File: config.mk
export PLATFORM = sky130hd
export DESIGN_NAME = rmii_mac_bridge
export DESIGN_NICKNAME = d
export VERILOG_FILES = /design/src/rtl/rmb_pkg.sv /design/src/rtl/rmb_pace.sv /design/src/rtl/rmb_tx.sv /design/src/rtl/rmb_rx.sv /design/src/rtl/rmii_mac_bridge.sv
export SDC_FILE = /design/constraint.sdc
export NUM_CORES = 1
export LEC_CHECK = 0
export BUFFER_PORTS_ARGS = -buffer_cell sky130_fd_sc_hd__buf_2
export CAP_MARGIN = 25
export CORE_UTILIZATION = 50
export DETAILED_ROUTE_END_ITERATION = 16
export GPL_TIMING_DRIVEN = 1
export MAX_ROUTING_LAYER = met4
export PLACE_DENSITY = 0.76
export SYNTH_ARGS = -nofsm -noshare
export SYNTH_HDL_FRONTEND = slang
export SYNTH_HIERARCHICAL = 1
export SYNTH_SLANG_ARGS = --single-unit
File: constraint.sdc
create_clock -name clk -period 2.22 [get_ports clk]
set_input_delay 0.444 -clock clk [delete_from_list [all_inputs] [get_ports clk]]
set_output_delay 0.444 -clock clk [all_outputs]
set_load 0.02 [all_outputs]
File: src/rtl/rmb_pkg.sv
// Shared constants and types for the reduced-pin MAC rate adapter.
package rmb_pkg;
    localparam int unsigned NIB_W        = 4;
    localparam int unsigned DIB_W        = 2;
    localparam int unsigned SLOW_DIV_DEF = 10;

    // Which half of a nibble the next dibit belongs to.
    typedef enum logic {
        HALF_LO = 1'b0,
        HALF_HI = 1'b1
    } half_e;
endpackage

File: src/rtl/rmb_pace.sv
// Sample pacing: produces the per-cycle sampling enable and holds the
// active speed. Assumes `idle` is high only when no frame is in flight in
// either direction; a pending speed change is applied in such a cycle and
// that cycle carries no sample.
module rmb_pace #(
    parameter int unsigned SLOW_DIV = rmb_pkg::SLOW_DIV_DEF
) (
    input  logic clk,
    input  logic rst_n,
    input  logic cfg_slow,
    input  logic idle,
    output logic tick,
    output logic slow_act
);
    localparam int unsigned CNT_W = (SLOW_DIV > 1) ? $clog2(SLOW_DIV) : 1;

    logic swap;
    logic slot;

    assign swap = idle && (cfg_slow != slow_act);
    assign tick = !swap && (!slow_act || slot);

    // Latch the requested speed only while idle.
    always_ff @(posedge clk) begin
        if (!rst_n) begin
            slow_act <= 1'b0;
        end else if (swap) begin
            slow_act <= cfg_slow;
        end
    end

    generate
        if (SLOW_DIV > 1) begin : g_div
            localparam logic [CNT_W-1:0] CNT_LAST = CNT_W'(SLOW_DIV - 1);
            logic [CNT_W-1:0] cnt;

            // Count reference cycles between slow-speed samples.
            always_ff @(posedge clk) begin
                if (!rst_n) begin
                    cnt <= '0;
                end else if (swap || !slow_act || (cnt == CNT_LAST)) begin
                    cnt <= '0;
                end else begin
                    cnt <= cnt + 1'b1;
                end
            end

            assign slot = (cnt == CNT_LAST);
        end else begin : g_nodiv
            assign slot = 1'b1;
        end
    endgenerate

    // the active speed never moves while a frame is in flight.
    p_speed_idle_r10: assert property (@(posedge clk) disable iff (!rst_n)
        !$past(idle) |-> $stable(slow_act));
endmodule

File: src/rtl/rmb_tx.sv
// Transmit splitter: takes one nibble from the MAC on each even sampling
// slot and drives it as two dibits, low-order pair first. Assumes the MAC
// holds its nibble and enable valid through the cycle that `mac_tx_take`
// marks.
module rmb_tx
    import rmb_pkg::*;
(
    input  logic             clk,
    input  logic             rst_n,
    input  logic             tick,
    input  logic [NIB_W-1:0] mac_tx_nib,
    input  logic             mac_tx_active,
    output logic             mac_tx_take,
    output logic [DIB_W-1:0] phy_tx_dibit,
    output logic             phy_tx_valid
);
    half_e            half;
    logic [DIB_W-1:0] upper;

    assign mac_tx_take = tick && (half == HALF_LO);

    // Emit the low dibit on take, the stored high dibit on the next slot.
    always_ff @(posedge clk) begin
        if (!rst_n) begin
            half         <= HALF_LO;
            upper        <= '0;
            phy_tx_dibit <= '0;
            phy_tx_valid <= 1'b0;
        end else if (tick) begin
            if (half == HALF_HI) begin
                phy_tx_dibit <= upper;
                half         <= HALF_LO;
            end else if (mac_tx_active) begin
                phy_tx_dibit <= mac_tx_nib[DIB_W-1:0];
                upper        <= mac_tx_nib[NIB_W-1:DIB_W];
                phy_tx_valid <= 1'b1;
                half         <= HALF_HI;
            end else begin
                phy_tx_dibit <= '0;
                phy_tx_valid <= 1'b0;
            end
        end
    end

    // the second half of a nibble is always sent with enable high.
    p_tx_pair_r2: assert property (@(posedge clk) disable iff (!rst_n)
        (half == HALF_HI) |-> phy_tx_valid);
endmodule

File: src/rtl/rmb_rx.sv
// Receive assembler: pairs sampled dibits into nibbles, keeps carrier apart
// from data valid, and closes the frame when both samples of a nibble show
// the carrier/data-valid line low. Assumes the PHY starts a frame on a
// nibble boundary.
module rmb_rx
    import rmb_pkg::*;
(
    input  logic             clk,
    input  logic             rst_n,
    input  logic             tick,
    input  logic [DIB_W-1:0] phy_rx_dibit,
    input  logic             phy_rx_cdv,
    output logic [NIB_W-1:0] mac_rx_nib,
    output logic             mac_rx_valid,
    output logic             mac_carrier,
    output logic             mac_rx_pulse,
    output logic             rx_busy
);
    half_e            half;
    logic             in_frame;
    logic [DIB_W-1:0] low_d;
    logic             low_cv;

    assign rx_busy = in_frame;

    // Sample on each slot, assemble nibbles and track carrier and valid.
    always_ff @(posedge clk) begin
        if (!rst_n) begin
            half         <= HALF_LO;
            in_frame     <= 1'b0;
            low_d        <= '0;
            low_cv       <= 1'b0;
            mac_rx_nib   <= '0;
            mac_rx_valid <= 1'b0;
            mac_carrier  <= 1'b0;
            mac_rx_pulse <= 1'b0;
        end else begin
            mac_rx_pulse <= 1'b0;
            if (tick) begin
                if (!in_frame) begin
                    if (phy_rx_cdv) begin
                        in_frame    <= 1'b1;
                        mac_carrier <= 1'b1;
                        low_d       <= phy_rx_dibit;
                        low_cv      <= 1'b1;
                        half        <= HALF_HI;
                    end
                end else if (half == HALF_LO) begin
                    low_d  <= phy_rx_dibit;
                    low_cv <= phy_rx_cdv;
                    half   <= HALF_HI;
                    if (!phy_rx_cdv) begin
                        mac_carrier <= 1'b0;
                    end
                end else begin
                    half         <= HALF_LO;
                    mac_rx_pulse <= 1'b1;
                    if (low_cv || phy_rx_cdv) begin
                        mac_rx_nib   <= {phy_rx_dibit, low_d};
                        mac_rx_valid <= 1'b1;
                        if (!phy_rx_cdv) begin
                            mac_carrier <= 1'b0;
                        end
                    end else begin
                        mac_rx_nib   <= '0;
                        mac_rx_valid <= 1'b0;
                        in_frame     <= 1'b0;
                        mac_carrier  <= 1'b0;
                    end
                end
            end
        end
    end

    // receive outputs move only after a sampling slot.
    p_rx_hold_r5: assert property (@(posedge clk) disable iff (!rst_n)
        !$past(tick) |-> ($stable(mac_rx_nib) && $stable(mac_rx_valid) && $stable(mac_carrier)));

    // the nibble pulse lasts exactly one cycle.
    p_rx_pulse_r4: assert property (@(posedge clk) disable iff (!rst_n)
        mac_rx_pulse |=> !mac_rx_pulse);
endmodule

File: src/rtl/rmii_mac_bridge.sv
// Top of the rate adapter: joins pacing, transmit splitting and receive
// assembly, and derives the collision indication in half duplex. Assumes
// one reference clock for both sides and configuration set by management.
module rmii_mac_bridge
    import rmb_pkg::*;
#(
    parameter int unsigned SLOW_DIV = SLOW_DIV_DEF
) (
    input  logic             clk,
    input  logic             rst_n,
    input  logic             cfg_slow,
    input  logic             cfg_fdx,
    input  logic [NIB_W-1:0] mac_tx_nib,
    input  logic             mac_tx_active,
    output logic             mac_tx_take,
    output logic [NIB_W-1:0] mac_rx_nib,
    output logic             mac_rx_valid,
    output logic             mac_carrier,
    output logic             mac_collide,
    output logic             mac_rx_pulse,
    output logic [DIB_W-1:0] phy_tx_dibit,
    output logic             phy_tx_valid,
    input  logic [DIB_W-1:0] phy_rx_dibit,
    input  logic             phy_rx_cdv
);
    logic tick;
    logic slow_act;
    logic rx_busy;
    logic idle;

    assign idle = !phy_tx_valid && !rx_busy;

    rmb_pace #(.SLOW_DIV(SLOW_DIV)) u_pace (
        .clk      (clk),
        .rst_n    (rst_n),
        .cfg_slow (cfg_slow),
        .idle     (idle),
        .tick     (tick),
        .slow_act (slow_act)
    );

    rmb_tx u_tx (
        .clk           (clk),
        .rst_n         (rst_n),
        .tick          (tick),
        .mac_tx_nib    (mac_tx_nib),
        .mac_tx_active (mac_tx_active),
        .mac_tx_take   (mac_tx_take),
        .phy_tx_dibit  (phy_tx_dibit),
        .phy_tx_valid  (phy_tx_valid)
    );

    rmb_rx u_rx (
        .clk          (clk),
        .rst_n        (rst_n),
        .tick         (tick),
        .phy_rx_dibit (phy_rx_dibit),
        .phy_rx_cdv   (phy_rx_cdv),
        .mac_rx_nib   (mac_rx_nib),
        .mac_rx_valid (mac_rx_valid),
        .mac_carrier  (mac_carrier),
        .mac_rx_pulse (mac_rx_pulse),
        .rx_busy      (rx_busy)
    );

    // Collision: own transmission overlapping received carrier, half duplex.
    assign mac_collide = !cfg_fdx && phy_tx_valid && mac_carrier;

    // transmit pins change only after a sampling slot.
    p_tx_hold_r3: assert property (@(posedge clk) disable iff (!rst_n)
        !$past(tick) |-> ($stable(phy_tx_dibit) && $stable(phy_tx_valid)));

    // at slow speed two takes are never adjacent.
    p_take_spacing_r3: assert property (@(posedge clk) disable iff (!rst_n)
        (slow_act && mac_tx_take) |=> !mac_tx_take);

    // full duplex keeps collision quiet.
    p_fdx_quiet_r9: assert property (@(posedge clk) disable iff (!rst_n)
        cfg_fdx |-> !mac_collide);

    // a collision needs own transmission on the pins.
    p_col_tx_r8: assert property (@(posedge clk) disable iff (!rst_n)
        mac_collide |-> phy_tx_valid);
endmodule

# Word-level counts from Yosys, hierarchy flattened
# Cells that the tools add are included.
# W data, S select, Z words.
# classes
n_bitwise	2
n_addsub	1
n_reduce_logical	23
mux	22
eq_ne	3
# ops
op	n
$mux W1	16
$reduce_and A3 Y1	4
$mux W2	5
$logic_and A1 B1 Y1	6
$logic_not A1 Y1	5
$add A4 B1 Y4 const B	1
$eq A4 B4 Y1 const B	1
$logic_or A1 B1 Y1	4
$mux W4	1
$reduce_and A2 Y1	2
$ne A2 B2 Y1 const B	1
$not A1 Y1	2
$reduce_bool A2 Y1	1
$reduce_or A2 Y1	1
$ne A1 B1 Y1	1
# word_totals
word_cells	65
regBits	23
out_inout_bits	12
inputBits	12

# Longest topological paths before layout
# Gate-level depths: netlist (run 1).
# depth
word_depth	6
ltp_mapped	8
mapped_depth_nobuf	7

# Cells and area by module
# Netlist (run 1), hierarchy kept.
# modules_own_cells
module	cells_each	area_each_um2	seq_area_each_um2	instances
rmb_rx	44	467.9	240.2	1
rmb_tx	26	242.7	120.1	1
rmb_pace	22	229.0	100.1	1
rmii_mac_bridge	2	12.5	0.0	1

# Least setup slack after synthesis (run 1)
# No wires, ideal clock.
# synth_path
path_type	in2out
startpoint	in cfg_slow
endpoint	out mac_tx_take
t_arrival_ns	1.442
path_slack_ns	0.334
required_ns	1.776
path_stages	4
n_path_buf	0
cell_sequence	xor2_1 -> a22oi_1 -> inv_1 -> nor2_1
# synth_via
elab_chain_cells	5
# synth_rtl
item	line	text
start: declaration	rmii_mac_bridge.sv:11	input logic cfg_slow,
$ne A1 B1 Y1	rmb_pace.sv:20	assign swap = idle && (cfg_slow != slow_act);
$logic_and A1 B1 Y1	rmb_pace.sv:20	
$logic_not A1 Y1	rmb_pace.sv:21	assign tick = !swap && (!slow_act || slot);
$logic_and A1 B1 Y1	rmb_pace.sv:21	
named net tick	rmii_mac_bridge.sv:26	logic tick;
$logic_and A1 B1 Y1	rmb_tx.sv:20	assign mac_tx_take = tick && (half == HALF_LO);
end: declaration	rmii_mac_bridge.sv:15	output logic mac_tx_take,
# The timed path passes the listed nets, and every way through them passes these cells.

# Worst setup path in the final report (run 1)
# layout_path
startpoint	reg u_rx.in_frame, in the netlist u_rx/rx_busy
endpoint	out mac_tx_take
# layout_via
elab_chain_cells	6
# layout_rtl
item	line	text
start: declaration	rmb_rx.sv:20	logic in_frame;
start signal: assignment	rmb_rx.sv:30	in_frame <= 1'b0;
start signal: assignment	rmb_rx.sv:42	in_frame <= 1'b1;
start signal: assignment	rmb_rx.sv:67	in_frame <= 1'b0;
$logic_not A1 Y1	--	
$logic_and A1 B1 Y1	rmii_mac_bridge.sv:31	assign idle = !phy_tx_valid && !rx_busy;
named net idle	rmii_mac_bridge.sv:29	logic idle;
$logic_and A1 B1 Y1	rmb_pace.sv:20	
$logic_not A1 Y1	rmb_pace.sv:21	
$logic_and A1 B1 Y1	rmb_pace.sv:21	
named net tick	rmii_mac_bridge.sv:26	
$logic_and A1 B1 Y1	rmb_tx.sv:20	
# The timed path passes the listed nets, and every way through them passes these cells.

==> impl_metrics.sql, run 1 <==
INSERT INTO impl_metrics (metric_group, metric, value, unit) VALUES
('outcome', 'outcome', 'complete, no violations', ''),
('logic_synthesis', 'number_of_warnings_issued_by_yosys', '6', ''),
('sta', 'number_of_endpoints_with_negative_hold_slack_in_the_final_report', '0', ''),
('power_and_ir_drop', 'clock_power_share', '0.211', ''),
('cells_and_area', 'seqCellArea', '460.4', 'um^2'),
('global_route', 'maximum_number_of_pins_on_one_net_before_global_route_repair', '17', ''),
('place', 'place.gp.congestion', '0.7373', ''),
('sta', 'final_period_minus_worst_setup_slack', '1.998', 'ns'),
('power_and_ir_drop', 'p_int', '0.6058', 'mW'),
('clock_network', 'cts_post_setup_buffers_inserted', '0', ''),
('logic_synthesis', 'yosys_register_bits', '23', ''),
('sta', 'slew_headroom', '0.7708', ''),
('power_and_ir_drop', 'leakage', '0.5159', 'nW'),
('die', 'fp.dieArea', '0.002083', 'mm^2'),
('clock_network', 'cts-buffers-inserted', '3', ''),
('die', 'starting_density_of_the_core', '0.5397', ''),
('logic_synthesis', 'post_synth_main_area_contributors', 'dfxtp_1 48%, mux2i_1 4.2%, a22o_1 3.7%', ''),
('flow_run', 'drv.max_cap_violation_count', '0', ''),
('global_route', 'global_route_wire_length_before_repair', '2877', 'um'),
('die', 'die_w', '45.64', 'um'),
('setup_path', 'worstPathRequired', '1.78', 'ns'),
('place', 'place_worst_setup_slack', '0.4581', 'ns'),
('logic_synthesis', 'syn-cell-area', '952.2', 'um^2'),
('logic_synthesis', 'syn-num-nets', '108', ''),
('sta', 'period_share', '0.9001', ''),
('routing', 'final_antenna_net_count', '0', ''),
('clock_network', 'cts-root-to-sink-buffers', '2', ''),
('global_route', 'grt_remaining_overflow', '0', ''),
('logic_synthesis', 'synth_cell_type_count', '30', ''),
('die', 'boundaryPins', '24', ''),
('logic_synthesis', 'yosysTopAreaCellShare', '0.4836', ''),
('min_path', 'holdCritPathClass', 'in2reg', ''),
('routing', 'firstDrtPassIters', '4', ''),
('cells_and_area', 'count_of_non_filler_cells_in_the_finished_layout', '146', ''),
('cells_and_area', 'antenna_cells_inserted', '0', ''),
('logic_synthesis', 'async_reset_ff_frac', '0', ''),
('clock_network', 'cts_root_buf', 'clkbuf_4', ''),
('power_and_ir_drop', 'power.net_switching', '0.2631', 'mW'),
('cells_and_area', 'area_of_the_multi_input_gates', '471.7', 'um^2'),
('sta', 'finalClockSkew', '0.001978', 'ns'),
('setup_path', 'critPathCaptureType', 'output pin', ''),
('power_and_ir_drop', 'power.total', '0.8689', 'mW'),
('place', 'place_inst', '142', ''),
('die', 'design.core.area', '0.001764', 'mm^2'),
('cells_and_area', 'drive_gt1_frac', '0.2893', ''),
('clock_network', 'cts-resized-gates', '0', ''),
('setup_path', 'cp-start-kind', 'flip-flop', ''),
('logic_synthesis', 'most_instantiated_flip_flop_cell_in_the_synthesis_netlist', 'dfxtp_1', ''),
('setup_path', 'arrival_time_worst_endpoint', '1.55', 'ns'),
('clock_network', 'worstSkewPairLatency', '0.30', 'ns'),
('setup_path', 'crit_type', 'reg2out', ''),
('logic_synthesis', 'seq_area_frac_synth', '0.4836', ''),
('routing', 'route.vias.total', '754', ''),
('cells_and_area', 'signed_area_change_from_the_synthesized_netlist_to_the_final_layout', '18.40', '%'),
('sta', 'worstMarginPinSlew', '0.3427', 'ns'),
('routing', 'detail_route.drc_violations', '0', ''),
('power_and_ir_drop', 'vdd_drop_max', '0.4813', 'mV'),
('clock_network', 'clock-sinks', '23', ''),
('cells_and_area', 'n_fill_cell', '177', ''),
('global_route', 'grt_pass1_vias', '701', ''),
('logic_synthesis', 'synth_cells', '94', ''),
('logic_synthesis', 'syn_avg_cell_area', '10.13', 'um^2'),
('routing', 'wire_per_inst', '11.49', 'um'),
('die', 'floorplan.die.height', '45.64', 'um'),
('power_and_ir_drop', 'power_per_cell_area', '770.8', 'mW/mm^2'),
('power_and_ir_drop', 'comb_power_share', '0.230', ''),
('place', 'place_hpwl', '1256', 'um'),
('die', 'num_rows', '15', ''),
('clock_network', 'holdBufCountCts', '0', ''),
('place', 'io_buffers', '23', ''),
('cells_and_area', 'final_net_count', '136', '');
## cells in the mapped netlist (2+ instances only)
| cell type | instances |
|---|---|
| dfxtp_1 | 23 |
| nand2_1 | 9 |
| nor2_1 | 7 |
| o21ai_0 | 6 |
| a21oi_1 | 5 |
| a22o_1 | 4 |
| inv_1 | 4 |
| mux2i_1 | 4 |
| a22oi_1 | 3 |
| nand2b_1 | 3 |
| nand3_1 | 3 |
| a21boi_0 | 2 |
| ha_1 | 2 |
| o21a_1 | 2 |
| xor2_1 | 2 |
## layout make-up
type / count / area share
flip-flops and latches: 23 / 0.4084
repair buffers: 24 / 0.1088
multi-input cells: 66 / 0.4184
inverters: 4 / 0.01332
clock buffers: 4 / 0.02331
well taps: 25 / 0.02775
## per-layer routing
layer  wire, um  vias to the layer above  GRT usage
met2        764                       13     0.3229
met5          0                        -          -
met3         47                        2    0.02381
li1           -                      389          -
met4         12                        0    0.07273
met1        854                      350     0.2457
## cell families after synthesis
group,Yosys count,synth area share
AO/OA/AOI/OAI,29,0.2313
XOR/XNOR,3,0.02760
adder cells (fa/ha/maj),2,0.02628
buffers and inverters,5,0.02102
flip-flops,23,0.4836
multiplexers,4,0.04205
AND/OR/NAND/NOR,28,0.1682
## power groups by stage
stage                     clock [mW]  combinational [mW]  sequential (mW)
after floorplan                    0               0.124            0.507
after global placement             0               0.195            0.493
after detailed placement           0               0.201            0.496
after CTS                      0.188               0.201            0.486
after global routing           0.204               0.222            0.493
final                          0.183               0.200            0.486
## sequential cells by signal, summed over array words and instances (netlist names), 2 cells and up
name and count:
u_tx/upper 2, u_pace/g_div.cnt 4, u_rx/mac_rx_nib 4, u_rx/low_d 2, u_tx/phy_tx_dibit 2
## per-stage QoR
step                  util  hold slack (ns)
floorplan                -           0.4334
global placement    0.6241           0.4298
detailed placement  0.6241           0.4454
CTS                 0.6390           0.3752
global route        0.6390           0.3742
finish              0.6390           0.3798
## worst paths after layout
check	from	end	depth (start not counted)
max	u_rx/rx_busy	mac_tx_take	5
max reg2reg	u_rx/rx_busy	u_rx/mac_rx_nib[0]	6
min	mac_tx_nib[2]	u_tx/upper[0]	3
min reg2reg	u_rx/mac_rx_valid	u_rx/mac_rx_valid	1
## worst max-delay path, stage by stage (launching register included)
cell and delay (ns):
dfxtp_1 0.51, nor2_1 0.15, a22oi_1 0.24, inv_1 0.11, nor2_1 0.09, buf_2 0.16
No activity file was read; power rests on OpenSTA's default activity.
==> run 2, diff against run 1 <==
--- a/config.mk
+++ b/config.mk
@@ -7,6 +7,7 @@
 export LEC_CHECK = 0
 export BUFFER_PORTS_ARGS = -buffer_cell sky130_fd_sc_hd__buf_2
 export CAP_MARGIN = 25
+export CORE_ASPECT_RATIO = 1.1
 export CORE_UTILIZATION = 50
 export DETAILED_ROUTE_END_ITERATION = 16
 export GPL_TIMING_DRIVEN = 1
==> impl_metrics.sql, run 2 (synthesis results as in run 1) <==
INSERT INTO impl_metrics (metric_group, metric, value, unit) VALUES
('clock_network', 'worstSkewPairLatency', '0.30', 'ns'),
('setup_path', 'crit_type', 'reg2out', ''),
('global_route', 'initial_antenna_violation_count', '0', ''),
('place', 'place_hpwl', '1297', 'um'),
('power_and_ir_drop', 'vdd_drop_max', '0.5160', 'mV'),
('sta', 'period_share', '0.9078', ''),
('setup_path', 'critical-path-max-stage-delay', '0.50', 'ns'),
('power_and_ir_drop', 'leakage', '0.5159', 'nW'),
('routing', 'route.vias.total', '746', ''),
('cells_and_area', 'antenna_cells_inserted', '0', ''),
('routing', 'via_per_inst', '5.367', ''),
('place', 'io_buffers', '23', ''),
('cells_and_area', 'signed_area_change_from_the_synthesized_netlist_to_the_final_layout', '17.48', '%'),
('setup_path', 'rr_startpoint', 'u_rx/rx_busy', ''),
('setup_path', 'critPathCaptureType', 'output pin', ''),
('cells_and_area', 'drive_gt1_frac', '0.2893', ''),
('die', 'boundaryPins', '24', ''),
('global_route', 'grt_pass1_vias', '609', ''),
('setup_path', 'cp-start-kind', 'flip-flop', ''),
('sta', 'finalClockSkew', '0.008067', 'ns'),
('routing', 'drt_iter0_drc', '18', ''),
('die', 'num_rows', '16', ''),
('setup_path', 'arrival_time_worst_endpoint', '1.57', 'ns'),
('clock_network', 'cts-resized-gates', '0', ''),
('sta', 'final_period_minus_worst_setup_slack', '2.015', 'ns'),
('setup_path', 'path_cells', 'nor2_1 > a22oi_1 > inv_1 > nor2_1 > buf_2', ''),
('power_and_ir_drop', 'power_per_cell_area', '779.9', 'mW/mm^2'),
('die', 'starting_density_of_the_core', '0.5344', ''),
('routing', 'wire_per_inst', '12.43', 'um'),
('sta', 'worstMarginPinSlew', '0.3305', 'ns'),
('clock_network', 'h_tree_depth', '1', ''),
('clock_network', 'cts_root_buf', 'clkbuf_4', ''),
('clock_network', 'cts_post_setup_buffers_inserted', '0', ''),
('die', 'die_w', '43.61', 'um'),
('routing', 'final_antenna_net_count', '0', ''),
('clock_network', 'clock_tree_from_tritoncts', 'done', ''),
('setup_path', 'critical-path-slowest-cell', 'dfxtp_1', ''),
('setup_path', 'path_common_cell', 'nor2_1', ''),
('sta', 'slew_headroom', '0.7789', ''),
('die', 'design.core.area', '0.001782', 'mm^2'),
('cells_and_area', 'most-common-layout-cells', '23 x buf_2, 23 x dfxtp_1, 9 x nand2_1', ''),
('sta', 'timing.final.setup_violations', '0', ''),
('sta', 'rsz0062_at_grt', 'false', ''),
('cells_and_area', 'final_net_count', '136', ''),
('clock_network', 'clk_pin_slew', '0.12', 'ns'),
('routing', 'wl', '1728', 'um'),
('global_route', 'maximum_number_of_pins_on_one_net_before_global_route_repair', '17', ''),
('global_route', 'grtUsageTotal', '0.1795', ''),
('die', 'floorplan.die.height', '47.77', 'um'),
('routing', 'firstDrtPassIters', '10', ''),
('clock_network', 'cts-buffers-inserted', '3', ''),
('sta', 'total_count_of_max_transition_violations_in_the_final_report', '0', ''),
('setup_path', 'crit_path_max_fanout', '9', ''),
('global_route', 'global_route_wire_length_before_repair', '2587', 'um'),
('flow_run', 'drv.max_cap_violation_count', '0', ''),
('min_path', 'holdCritPathClass', 'in2reg', ''),
('global_route', 'grt_remaining_overflow', '0', ''),
('cells_and_area', 'largest_registers', 'u_pace/g_div.cnt x4, u_rx/mac_rx_nib x4', ''),
('clock_network', 'cts-root-to-sink-buffers', '2', ''),
('place', 'place.gp.congestion', '0.8315', ''),
('outcome', 'outcome', 'finished with violations', ''),
('setup_path', 'cp-startpoint', 'u_rx/rx_busy', ''),
('min_path', 'hold_start', 'mac_tx_nib[3]', ''),
('sta', 'clock.fmax', '0.4962', 'GHz'),
('routing', 'detail_route.drc_violations', '2', ''),
('cells_and_area', 'post-route-cell-area', '0.001119', 'mm^2'),
('setup_path', 'worstPathRequired', '1.78', 'ns'),
('clock_network', 'clock-sinks', '23', ''),
('sta', 'fin_tns_setup', '0', 'ns'),
('outcome', 'failed_checks', 'DRC', ''),
('place', 'detailed_place.area', '0.001092', 'mm^2'),
('clock_network', 'holdBufCountCts', '0', ''),
('die', 'fp.dieArea', '0.002083', 'mm^2'),
('sta', 'number_of_endpoints_with_negative_hold_slack_in_the_final_report', '0', '');
## run 2: cell counts in the layout (fill, tap and decap cells not counted)
Identical to the previous run, type by type.
## run 2: worst paths after layout
| kind | end | slack (ns) | cells past startpoint |
|---|---|---|---|
| setup / recovery | mac_tx_take | 0.20 | 5 |
| hold reg to reg | u_rx/mac_rx_valid | 0.47 | 1 |
| hold / removal | u_tx/upper[1] | 0.37 | 3 |
| setup reg to reg | u_rx/mac_rx_nib[2] | 0.51 | 6 |
## run 2: final cells by class
| class | instances | area [um^2] |
|---|---|---|
| fillers | 153 | 663.1 |
| multi-input cells | 66 | 471.7 |
| clock buffers | 4 | 26.28 |
| flip-flops and latches | 23 | 460.4 |
| inverters | 4 | 15.01 |
| well taps | 18 | 22.52 |
| repair buffers | 24 | 122.6 |
## run 2: per-layer routing
layer	routed length, um	vias to the layer above	global-route usage	share of wire
met5	0	-	-	0
met4	0	0	0.05625	0
met3	54	0	0.04528	0.031
met2	854	12	0.2925	0.49
met1	818	341	0.2199	0.47
li1	-	393	-	-
## run 2: power by group
| group | switching (mW) | total, mW | internal (mW) |
|---|---|---|---|
| Sequential | 0.0367 | 0.487 | 0.450 |
| Clock | 0.115 | 0.185 | 0.0699 |
| Combinational | 0.115 | 0.201 | 0.0859 |
| Total | 0.266 | 0.872 | 0.606 |
## run 2: worst max-delay path, delay by kind of cell, from the launching register on
family                 cells  cell delay, ns
and+or+nand+nor            2            0.24
DFF                        1            0.50
AOI/OAI and AO/OA          1            0.24
buffers and inverters      2            0.28
## run 2: through the flow
| stage | cells | utilization | hold slack (ns) | power (mW) | setup slack (ns) |
|---|---|---|---|---|---|
| finish | 139 | 0.6278 | 0.3686 | 0.8724 | 0.2046 |
| global route | 139 | 0.6278 | 0.3539 | 0.9245 | 0.02849 |
| CTS | 139 | 0.6278 | 0.3632 | 0.8792 | 0.2033 |
| detailed placement | 135 | 0.6131 | 0.4427 | 0.6970 | 0.4396 |
| global placement | 135 | 0.6131 | 0.4416 | 0.6890 | 0.5017 |
| floorplan | 94 | - | 0.4334 | 0.6309 | 0.3339 |
